--- config.mk ---
export PLATFORM = sky130hd
export DESIGN_NAME = modem_ctl_stat
export DESIGN_NICKNAME = d
export VERILOG_FILES = /design/src/rtl/modem_pkg.sv /design/src/rtl/mcs_sync.sv /design/src/rtl/mcs_ctrl_reg.sv /design/src/rtl/mcs_delta.sv /design/src/rtl/modem_ctl_stat.sv
export SDC_FILE = /design/constraint.sdc
export NUM_CORES = 1
export LEC_CHECK = 0
export BUFFER_PORTS_ARGS = -buffer_cell sky130_fd_sc_hd__buf_2
export CAP_MARGIN = 30
export CORE_AREA = 2 2 49 51
export CTS_CLUSTER_SIZE = 14
export DETAILED_ROUTE_END_ITERATION = 16
export DIE_AREA = 0 0 51 53
export GPL_ROUTABILITY_DRIVEN = 0
export PLACE_DENSITY_LB_ADDON = 0.25
export SKIP_CTS_REPAIR_TIMING = 1
export SLEW_MARGIN = 30
export SYNTH_ARGS = -nofsm -noshare
export SYNTH_HDL_FRONTEND = slang
export SYNTH_SLANG_ARGS = --single-unit
--- constraint.sdc ---
create_clock -name clk -period 1.4 [get_ports clk]
set_input_delay 0 -clock clk [delete_from_list [all_inputs] [get_ports clk]]
set_output_delay 0 -clock clk [all_outputs]
set_load 0.02 [all_outputs]
--- src/rtl/modem_pkg.sv ---
package modem_pkg;
  localparam int DATA_W  = 8;
  localparam int NLINES  = 4;
  // status line order
  localparam int L_CTS   = 0;
  localparam int L_DSR   = 1;
  localparam int L_RI    = 2;
  localparam int L_CD    = 3;
  // control bit positions
  localparam int C_DTR   = 0;
  localparam int C_RTS   = 1;
  localparam int C_OUT1  = 2;
  localparam int C_OUT2  = 3;
  localparam int C_LOOP  = 4;
  localparam int CTRL_W  = 5;
  // lines whose flag fires only when the active-high line falls
  localparam logic [NLINES-1:0] FALL_ONLY = 4'b0100;
endpackage

--- src/rtl/mcs_sync.sv ---
module mcs_sync #(
  parameter int WIDTH   = 4,
  parameter int STAGES  = 2,
  parameter logic RST_VAL = 1'b1
) (
  input  logic             clk,
  input  logic             rst,
  input  logic [WIDTH-1:0] d_async,
  output logic [WIDTH-1:0] q_sync
);
  logic [WIDTH-1:0] stg [STAGES];

  generate
    for (genvar s = 0; s < STAGES; s++) begin : g_stage
      always_ff @(posedge clk or posedge rst) begin
        if (rst) stg[s] <= {WIDTH{RST_VAL}};
        else if (s == 0) stg[s] <= d_async;
        else stg[s] <= stg[(s == 0) ? 0 : s-1];
      end
    end
  endgenerate

  assign q_sync = stg[STAGES-1];
endmodule

--- src/rtl/mcs_ctrl_reg.sv ---
module mcs_ctrl_reg
  import modem_pkg::*;
(
  input  logic              clk,
  input  logic              rst,
  input  logic              wr,
  input  logic [CTRL_W-1:0] wdata,
  output logic [DATA_W-1:0] rdata,
  output logic              loop_en,
  output logic [NLINES-1:0] loop_src,
  output logic              dtr_n,
  output logic              rts_n,
  output logic              out1_n,
  output logic              out2_n
);
  logic [CTRL_W-1:0] ctrl;

  always_ff @(posedge clk or posedge rst) begin
    if (rst)     ctrl <= '0;
    else if (wr) ctrl <= wdata;
  end

  assign rdata   = {{(DATA_W-CTRL_W){1'b0}}, ctrl};
  assign loop_en = ctrl[C_LOOP];

  // loopback wiring: CTS<-RTS, DSR<-DTR, RI<-OUT1, CD<-OUT2
  always_comb begin
    loop_src        = '0;
    loop_src[L_CTS] = ctrl[C_RTS];
    loop_src[L_DSR] = ctrl[C_DTR];
    loop_src[L_RI]  = ctrl[C_OUT1];
    loop_src[L_CD]  = ctrl[C_OUT2];
  end

  // pins parked inactive (high) while looped back
  assign dtr_n  = loop_en | ~ctrl[C_DTR];
  assign rts_n  = loop_en | ~ctrl[C_RTS];
  assign out1_n = loop_en | ~ctrl[C_OUT1];
  assign out2_n = loop_en | ~ctrl[C_OUT2];
endmodule

--- src/rtl/mcs_delta.sv ---
module mcs_delta #(
  parameter int NL = 4,
  parameter logic [NL-1:0] FALL_MASK = '0,
  parameter int SETTLE = 3
) (
  input  logic          clk,
  input  logic          rst,
  input  logic [NL-1:0] line,
  input  logic          clr,
  output logic [NL-1:0] delta
);
  localparam int CW = $clog2(SETTLE + 1);

  logic [CW-1:0]  settle_cnt;
  logic           armed;
  logic [NL-1:0]  prev;
  logic [NL-1:0]  hit;

  always_ff @(posedge clk or posedge rst) begin
    if (rst)         settle_cnt <= '0;
    else if (!armed) settle_cnt <= settle_cnt + 1'b1;
  end
  assign armed = (settle_cnt == CW'(SETTLE));

  always_ff @(posedge clk or posedge rst) begin
    if (rst) prev <= '0;
    else     prev <= line;
  end

  generate
    for (genvar i = 0; i < NL; i++) begin : g_line
      if (FALL_MASK[i]) begin : g_fall
        assign hit[i] = armed & prev[i] & ~line[i];
      end else begin : g_any
        assign hit[i] = armed & (prev[i] ^ line[i]);
      end
      always_ff @(posedge clk or posedge rst) begin
        if (rst)         delta[i] <= 1'b0;
        else if (hit[i]) delta[i] <= 1'b1;
        else if (clr)    delta[i] <= 1'b0;
      end
    end
  endgenerate
endmodule

--- src/rtl/modem_ctl_stat.sv ---
module modem_ctl_stat
  import modem_pkg::*;
#(
  parameter int SYNC_STAGES = 2
) (
  input  logic       clk,
  input  logic       rst,
  input  logic       ctl_wr,
  input  logic [7:0] ctl_wdata,
  output logic [7:0] ctl_rdata,
  input  logic       sts_rd,
  output logic [7:0] sts_rdata,
  input  logic       irq_en,
  input  logic       cts_n,
  input  logic       dsr_n,
  input  logic       ri_n,
  input  logic       cd_n,
  output logic       dtr_n,
  output logic       rts_n,
  output logic       out1_n,
  output logic       out2_n,
  output logic       msint
);
  localparam int SETTLE = SYNC_STAGES + 1;

  logic [NLINES-1:0] pin_raw, pin_s, loop_src, line, delta;
  logic              loop_en;
  logic [2:0]        unused_wr_hi;

  assign unused_wr_hi = ctl_wdata[7:5];

  always_comb begin
    pin_raw        = '1;
    pin_raw[L_CTS] = cts_n;
    pin_raw[L_DSR] = dsr_n;
    pin_raw[L_RI]  = ri_n;
    pin_raw[L_CD]  = cd_n;
  end

  mcs_sync #(.WIDTH(NLINES), .STAGES(SYNC_STAGES), .RST_VAL(1'b1)) i_sync (
    .clk(clk), .rst(rst), .d_async(pin_raw), .q_sync(pin_s)
  );

  mcs_ctrl_reg i_ctrl (
    .clk(clk), .rst(rst), .wr(ctl_wr), .wdata(ctl_wdata[CTRL_W-1:0]),
    .rdata(ctl_rdata), .loop_en(loop_en), .loop_src(loop_src),
    .dtr_n(dtr_n), .rts_n(rts_n), .out1_n(out1_n), .out2_n(out2_n)
  );

  assign line = loop_en ? loop_src : ~pin_s;

  mcs_delta #(.NL(NLINES), .FALL_MASK(FALL_ONLY), .SETTLE(SETTLE)) i_delta (
    .clk(clk), .rst(rst), .line(line), .clr(sts_rd), .delta(delta)
  );

  assign sts_rdata = {line, delta};
  assign msint     = irq_en & (|delta);
endmodule

==> impl_results.md, run 1 <==
- Synth area leader: dfrtp_1
- H-tree depth: 1
- Layout cells sized above 1: 0.460
- # IOs: 38
- ANT cells: 0
- Vias in the first global route: 574
- Placed instance count: 130
- Crit Path Category: register to primary output
- # DRC: 0
- Die ar.: 0.00270 mm²
- GRT Total Usage: 0.127
- Layout Skew: ~0.0034 ns
- Register-to-register setup slack: 0.09 ns
- Post-synth top area share: 0.412
- Req. time, crit path: 1.40 ns
- Crit path max fanout: 6
- Final Hold Viols: 0
- Port-buffer cells: 31
- Initial antenna violation count: 0
- TritonCTS clock tree: yes
- Final setup vio count: 0
- Num CTS Buffers: 3
- CTS Buffer Depth: 2
- Final min period: 1.34 ns
- Core Area: 0.00215 mm²
- R2R Path End: i_delta.delta[3]
- Sequential share of the synthesized area: 0.642
- Mapped cell area: about 910 µm²
- Top delay family on crit path: flip-flops
- Clock transition at path regs: 0.12 ns
- Top post-synthesis cells by area: dfrtp_1, dfstp_2, buf_4
- Pwr Density: 1100 mW/mm²
- Via-per-instance ratio: between 4 and 5
- Final #Nets: 145
- Max-slew violations: 0
- Post-synth EDFFs: 0
- Initial DRC Count: 6
- Cells after Synth: 74
- HPWL after DPL: about 1200 µm
- DIE HEIGHT: around 53 µm
- Reg-to-reg critical path startpoint: i_delta.settle_cnt[0]
- Max Clk Rate: 749 MHz
- Overflow after GRT: 0
- Multi-input logic area: 279 µm²
- Worst Hold Class: input port to asynchronous set/reset pin
- Slowest-stage cell, CP: dfrtp_2
- PnR worst setup slack: approximately 0.065 ns
- Routed WL: 1830 µm
- VDD IR max: 0.637 mV
- Clock latency on the worst-skew pair: about 0.30 ns
- Total power: 1.45 mW
- Util after Layout: 0.616
- Row cnt: 17
- Fin crit share: 0.954
- Status: complete, no violations
- Via count of the routed design: 700
- Leak: 0.632 nW
- MaxCap Viol Count: 0
- Commonest register cell after synthesis: dfrtp_1
- Root Buffer: clkbuf_4
- Initial Utilization: 0.425
- Pre-antenna DRT Iters: 4
- R2R depth: 4
- Critical Path Start Type: register
- Yosys warnings: 0
- CP endpoint kind: primary output
- Fill cells: 176
- Max stage delay on crit path: 0.46 ns
- CP dominant cell by count: buf_4
- Avg Cell Area, Syn: around 12 µm²
- Layout area overhead: 45.1%
- Synth cell types: 25
- FF+latch count, synth: 23
- Worst slack at placement: 0.0929 ns
- Layout Cells excl Fill: 154
- CP Data Arrival Time: 1.34 ns
- Sequential Area: 587 µm²
- CP cell instances: buf_4 -> buf_4 -> nand2b_1 -> buf_2
- Asr flop ratio synth: 1.00
- CTS Sinks: 23
- Largest net degree at the start of global routing: 24
- Remaining antenna violation count: 0
- CP Buf/Inv Count: 3
- Wirelength per Cell: 11.9 µm
- Chip width: 51 µm
- First-pass GRT wire length: 2480 µm
layout make-up:
class / count / share of cell area
Timing Repair Buffer: 53 / 0.274
Tap cell: 28 / 0.0265
Inverter: 9 / 0.0255
Clock buffer: 4 / 0.0198
Sequential cell: 23 / 0.443
Multi-Input combinational cell: 37 / 0.211
state kept, by name, indices dropped and copies added, names as in the netlist:
register	count
i_sync.stg	4
i_delta.prev	4
i_ctrl.ctrl	5
i_delta.delta	4
i_sync.q_sync	4
i_delta.settle_cnt	2
cells by family (layout without fill, tap and decap cells):
| group | count (synthesis) | after routing | synth area share |
|---|---|---|---|
| other cells | 1 | 3 | 0.00411 |
| fa+ha+maj | 1 | 1 | 0.0137 |
| mux | 4 | 4 | 0.0480 |
| flops | 23 | 23 | 0.642 |
| xor+xnor | 1 | 1 | 0.00960 |
| buf+inv | 16 | 66 | 0.0892 |
| simple gates | 14 | 14 | 0.0741 |
| compound gates | 14 | 14 | 0.119 |
routing by layer:
metal  vias up  GRT usage  wire [µm]
met1       330      0.151        767
met4         0     0.0541          9
met5         -          0          0
met3         2     0.0367         94
met2        23      0.212        958
li1        345          -          -
power by group:
part | internal, mW | switching, mW
sequential | 0.738 | 0.0429
combinational | 0.172 | 0.209
clock | 0.111 | 0.182
Yosys cell counts (2+ instances only):
cell type	count
dfrtp_1	15
dfstp_2	8
inv_1	7
nand2_1	7
buf_4	5
nand2b_1	4
o21ai_1	3
a2111o_1	2
a21oi_1	2
buf_2	2
inv_2	2
mux2_1	2
nor2b_1	2
o221ai_1	2
worst max path at each step:
stage,startpoint,endpoint,slack [ns],cells after the start
global route,i_ctrl.ctrl[4],out2_n,-0.007,4
global placement,i_delta.settle_cnt[0],i_delta.delta[3],0.12,4
finish,i_ctrl.ctrl[4],out2_n,0.06,4
detailed placement,i_delta.settle_cnt[0],i_delta.delta[3],0.09,4
CTS,i_ctrl.ctrl[4],sts_rdata[6],-0.16,2
floorplan,i_ctrl.ctrl[4],i_delta.delta[2],0.04,3
through the flow:
stage / hold WS [ns] / instance area (µm²) / setup TNS (ns)
global route: 0.278 / 1320 / -0.00717
CTS: -0.293 / 1100 / -0.421
floorplan: -0.00401 / 920 / 0
finish: 0.259 / 1320 / 0
detailed placement: 0.0483 / 1080 / 0
global placement: 0.0443 / 1080 / 0
worst reg2reg max path, stage by stage (launching register included):
cell	delay, ns
dfrtp_1	0.42
ha_1	0.30
inv_1	0.13
nor2_1	0.05
a221o_1	0.30
placed cells by master, fill, tap and decap left out, types with 3 or more instances in the layout:
cell,n
clkbuf_4,3
nand2_1,7
inv_1,7
buf_2,29
conb_1,3
dlygate4sd3_1,15
dfrtp_1,14
o21ai_1,3
dfstp_2,8
nand2b_1,4
buf_4,9
(Power assumes the default switching activity.)
==> run 2, diff against run 1 <==
Settings changed: REMOVE_ABC_BUFFERS set to 1.
==> impl_results.md, run 2 (synthesis gave the netlist of run 1 again) <==
- ANT cells: 0
- Layout area overhead: 44.2%
- Largest register FFs: 5
- Leak: 0.634 nW
- Clock latency on the worst-skew pair: 0.29 ns
- Root Buffer: clkbuf_4
- Fill cells: 191
- Crit path max fanout: 5
- H-tree depth: 1
- Clock transition at path regs: roughly 0.11 ns
- Chip width: slightly above 50 µm
- Row cnt: 17
- # IOs: 38
- Final min period: 1.35 ns
- Post-Layout Inst Area: 0.00132 mm²
- Layout cells sized above 1: 0.444
- Fin crit share: 0.961
- First-pass GRT wire length: 2350 µm
- CP Data Arrival Time: 1.35 ns
- Final setup vio count: 0
- Wirelength per Cell: 11.2 µm
- Remaining antenna violation count: 0
- Initial DRC Count: 6
- TritonCTS clock tree: yes
- Routed WL: 1720 µm
- Most common cell after layout, fill and taps aside: buf_2
- Port-buffer cells: 31
- Max-slew violations: 0
- Via count of the routed design: 677
- HPWL after DPL: around 1100 µm
- CTS Buffer Depth: 2
- Req. time, crit path: ~1.4 ns
- PnR worst setup slack: 0.0546 ns
- Placed cell areas: 0.00108 mm²
- CTS Sinks: 23
- DIE HEIGHT: 53 µm
- Pwr Density: 1090 mW/mm²
- Worst Hold Class: input port to asynchronous set/reset pin
- Layout Skew: around 0.0012 ns
- Final #Nets: about 150
- Vias in the first global route: 525
- Pre-antenna DRT Iters: 4
- Crit Path Category: register to primary output
- Max Clk Rate: 743 MHz
- Die ar.: 0.00270 mm²
- Initial antenna violation count: 0
- Via-per-instance ratio: 4.40
- Overflow after GRT: 0
- Worst slack at placement: 0.0872 ns
- Reg with most FFs: i_ctrl.ctrl
- RSZ-0062 raised after global routing: true
- Num CTS Buffers: 3
- Most frequent cells in the layout: buf_2, dlygate4sd3_1, dfrtp_1, dfstp_2
- Status: complete, no violations
- Largest net degree at the start of global routing: 24
- Core Area: 0.00215 mm²
- Critical Path Start Type: register
- GRT Total Usage: 0.120
- CP endpoint kind: primary output
- Initial Utilization: 0.425
- Final Hold Viols: 0
- VDD IR max: 0.825 mV
- MaxCap Viol Count: 0
- # DRC: 0
==> run 2: stage by stage <==
stage	instances	utilization	hold WS [ns]	setup TNS, ns	total power, mW
after global routing	154	0.612	0.290	-0.0448	1.53
after global placement	130	0.501	0.0454	0	1.09
after CTS	134	0.514	-0.285	-0.332	1.38
after detailed placement	130	0.501	0.0478	0	1.10
final	154	0.612	0.260	0	1.44
after floorplan	69	-	-0.00401	-0.408	0.977
==> run 2: layout make-up <==
cell class | instances | area, µm² | share of cell area
clock buffer | 4 | 26.3 | 0.0200
inverter | 9 | 33.8 | 0.0257
multi-input combinational | 37 | 263 | 0.200
sequential | 23 | 587 | 0.446
tap | 28 | 35.0 | 0.0266
timing repair buffer | 53 | 370 | 0.282
==> run 2: per-layer routing <==
metal  vias up  wire, µm  GRT usage
li1        344         -          -
met1       311       777      0.159
met2        20       840      0.186
met3         2        88     0.0282
met4         0        12     0.0541
met5         -         0          0
==> run 2: worst max-delay path, cell delays in order (launching register included) <==
cell      delay [ns]
dfrtp_2         0.46
buf_2           0.17
buf_4           0.14
nand2b_1        0.13
buf_2           0.15
==> run 2: final timing paths <==
check	from	endpoint	cells after the start	slack, ns
min in group clk	ri_n	i_sync.stg[6]	2	0.34
worst max register to register	i_delta.settle_cnt[0]	i_delta.delta[3]	4	0.07
worst min-delay path	rst	i_ctrl.ctrl[2]	4	0.26
worst min register to register	i_sync.stg[7]	i_sync.q_sync[3]	0	0.36
worst max-delay path	i_ctrl.ctrl[4]	out1_n	4	0.05
max in group asynchronous	rst	i_sync.q_sync[3]	4	0.86
==> run 2: report_power, final <==
group          switching (mW)  internal, mW  leakage, nW
logic                   0.201         0.171        0.366
clock network           0.173         0.111       0.0150
registers              0.0431         0.738        0.253
total                   0.418          1.02        0.634
==> run 3, diff against run 2 <==
Settings changed: CORE_AREA 2 2 49 51 to 2 2 42 59, DIE_AREA 0 0 51 53 to 0 0 44 61.
==> impl_results.md, run 3 (synthesis gave the netlist of run 1 again) <==
- Remaining antenna violation count: 0
- Reg-to-reg critical path startpoint: i_delta.settle_cnt[0]
- CP dominant cell by count: buf_4
- Final setup vio count: 0
- Fin crit share: 0.951
- Final min period: 1.33 ns
- Layout area overhead: 40.2%
- Layout Skew: 0.00782 ns
- Crit Path Category: register to primary output
- Via count of the routed design: 700
- Vias in the first global route: 589
- DIE HEIGHT: 61 µm
- # IOs: 38
- Leak: about 0.61 nW
- Final #Nets: 141
- Routed WL: 1880 µm
- Max Clk Rate: 751 MHz
- Largest register FFs: 5
- CP Data Arrival Time: 1.33 ns
- H-tree depth: 1
- Reg with most FFs: i_ctrl.ctrl
- Core Area: 0.00215 mm²
- Status: complete, no violations
- Final Hold Viols: 0
- CP endpoint kind: primary output
- # DRC: 0
- HPWL after DPL: 1190 µm
- Overflow after GRT: 0
- Die ar.: 0.00268 mm²
- Pre-antenna DRT Iters: 4
- Chip width: 44 µm
- Top delay family on crit path: flip-flops
- Max-slew violations: 0
- Total power: 1.44 mW
- Crit. Startpoint: i_ctrl.ctrl[4]
- Slowest-stage cell, CP: dfrtp_2
- Max stage delay on crit path: 0.51 ns
- Root Buffer: clkbuf_4
- MaxCap Viol Count: 0
- Worst Hold Class: input port to asynchronous set/reset pin
- VDD IR max: between 0.6 and 0.7 mV
- Row cnt: 20
- Largest net degree at the start of global routing: 24
- CP cell instances: buf_4 -> a21oi_2 -> buf_4
- Most common cell after layout, fill and taps aside: buf_2
- Initial Utilization: 0.424
- CTS Sinks: 23
- Critical Path Start Type: register
- Placed cell areas: 0.00107 mm²
- Post-Layout Inst Area: 0.00128 mm²
- Crit path max fanout: 11
- Clock latency on the worst-skew pair: 0.31 ns
- Num CTS Buffers: 3
- CP Buf/Inv Count: 2
- Layout cells sized above 1: 0.426
- Req. time, crit path: 1.40 ns
- Clock transition at path regs: 0.12 ns
- Port-buffer cells: 31
- Via-per-instance ratio: between 4 and 5
- Wirelength per Cell: 13.1 µm
- Initial antenna violation count: 0
- Most frequent cells in the layout: buf_2, dlygate4sd3_1, dfrtp_1, dfstp_2
- Pwr Density: 1130 mW/mm²
- First-pass GRT wire length: 2480 µm
- ANT cells: 0
- TritonCTS clock tree: yes
- Initial DRC Count: 11
- GRT Total Usage: 0.133
- Fin Hold WS: 0.249 ns
- CTS Buffer Depth: 2
- Setup TNS: 0 ns
==> run 3: cell types whose count changed in the layout (fill, tap and decap cells not counted), sizes merged <==
cell / change
buf: -4
==> run 3: final timing paths <==
path / end / slack (ns) / cells after the start
setup / recovery: sts_rdata[5] / 0.07 / 3
hold / removal: i_delta.prev[0] / 0.25 / 4
setup reg to reg: i_delta.delta[3] / 0.09 / 4
hold reg to reg: i_sync.q_sync[3] / 0.36 / 0
max in group asynchronous: i_sync.q_sync[2] / 0.87 / 4
min in group clk: i_sync.stg[4] / 0.32 / 2
==> run 3: area by class of cell <==
| class | count | area, µm² |
|---|---|---|
| Clock buffer | 4 | 26.3 |
| Inverter | 9 | 33.8 |
| Fill cell | 193 | 873 |
| Tap cell | 22 | 27.5 |
| Multi-Input combinational cell | 37 | 272 |
| Timing Repair Buffer | 49 | 333 |
| Sequential cell | 23 | 587 |
==> run 3: where the power goes <==
part	switching (mW)	internal, mW	leakage (nW)	total, mW
clock network	0.187	0.111	0.0150	0.299
logic	0.200	0.157	0.345	0.357
registers	0.0496	0.738	0.253	0.787
==> run 3: per-stage QoR <==
stage          setup WS, ns  utilization  cells
2_1_floorplan        -0.117            -     69
3_3_place_gp          0.126        0.497    124
3_5_place_dp          0.103        0.497    124
4_1_cts              -0.139        0.509    128
5_1_grt           -0.000900        0.594    144
6_report             0.0686        0.594    144
==> run 3: per-layer routing <==
layer | share of wire | global-route usage | wire length (µm) | vias to the layer above
met1 | 0.38 | 0.137 | 722 | 340
met5 | 0 | 0 | 0 | -
met3 | 0.045 | 0.0208 | 85 | 4
met2 | 0.55 | 0.231 | 1030 | 22
li1 | - | - | - | 334
met4 | 0.024 | 0.117 | 46 | 0
==> run 3: worst reg2reg max path, cell delays in order (launching register included) <==
cell and delay, ns:
dfrtp_1 0.41, ha_1 0.30, inv_1 0.13, nor2_1 0.06
a221o_1 0.31
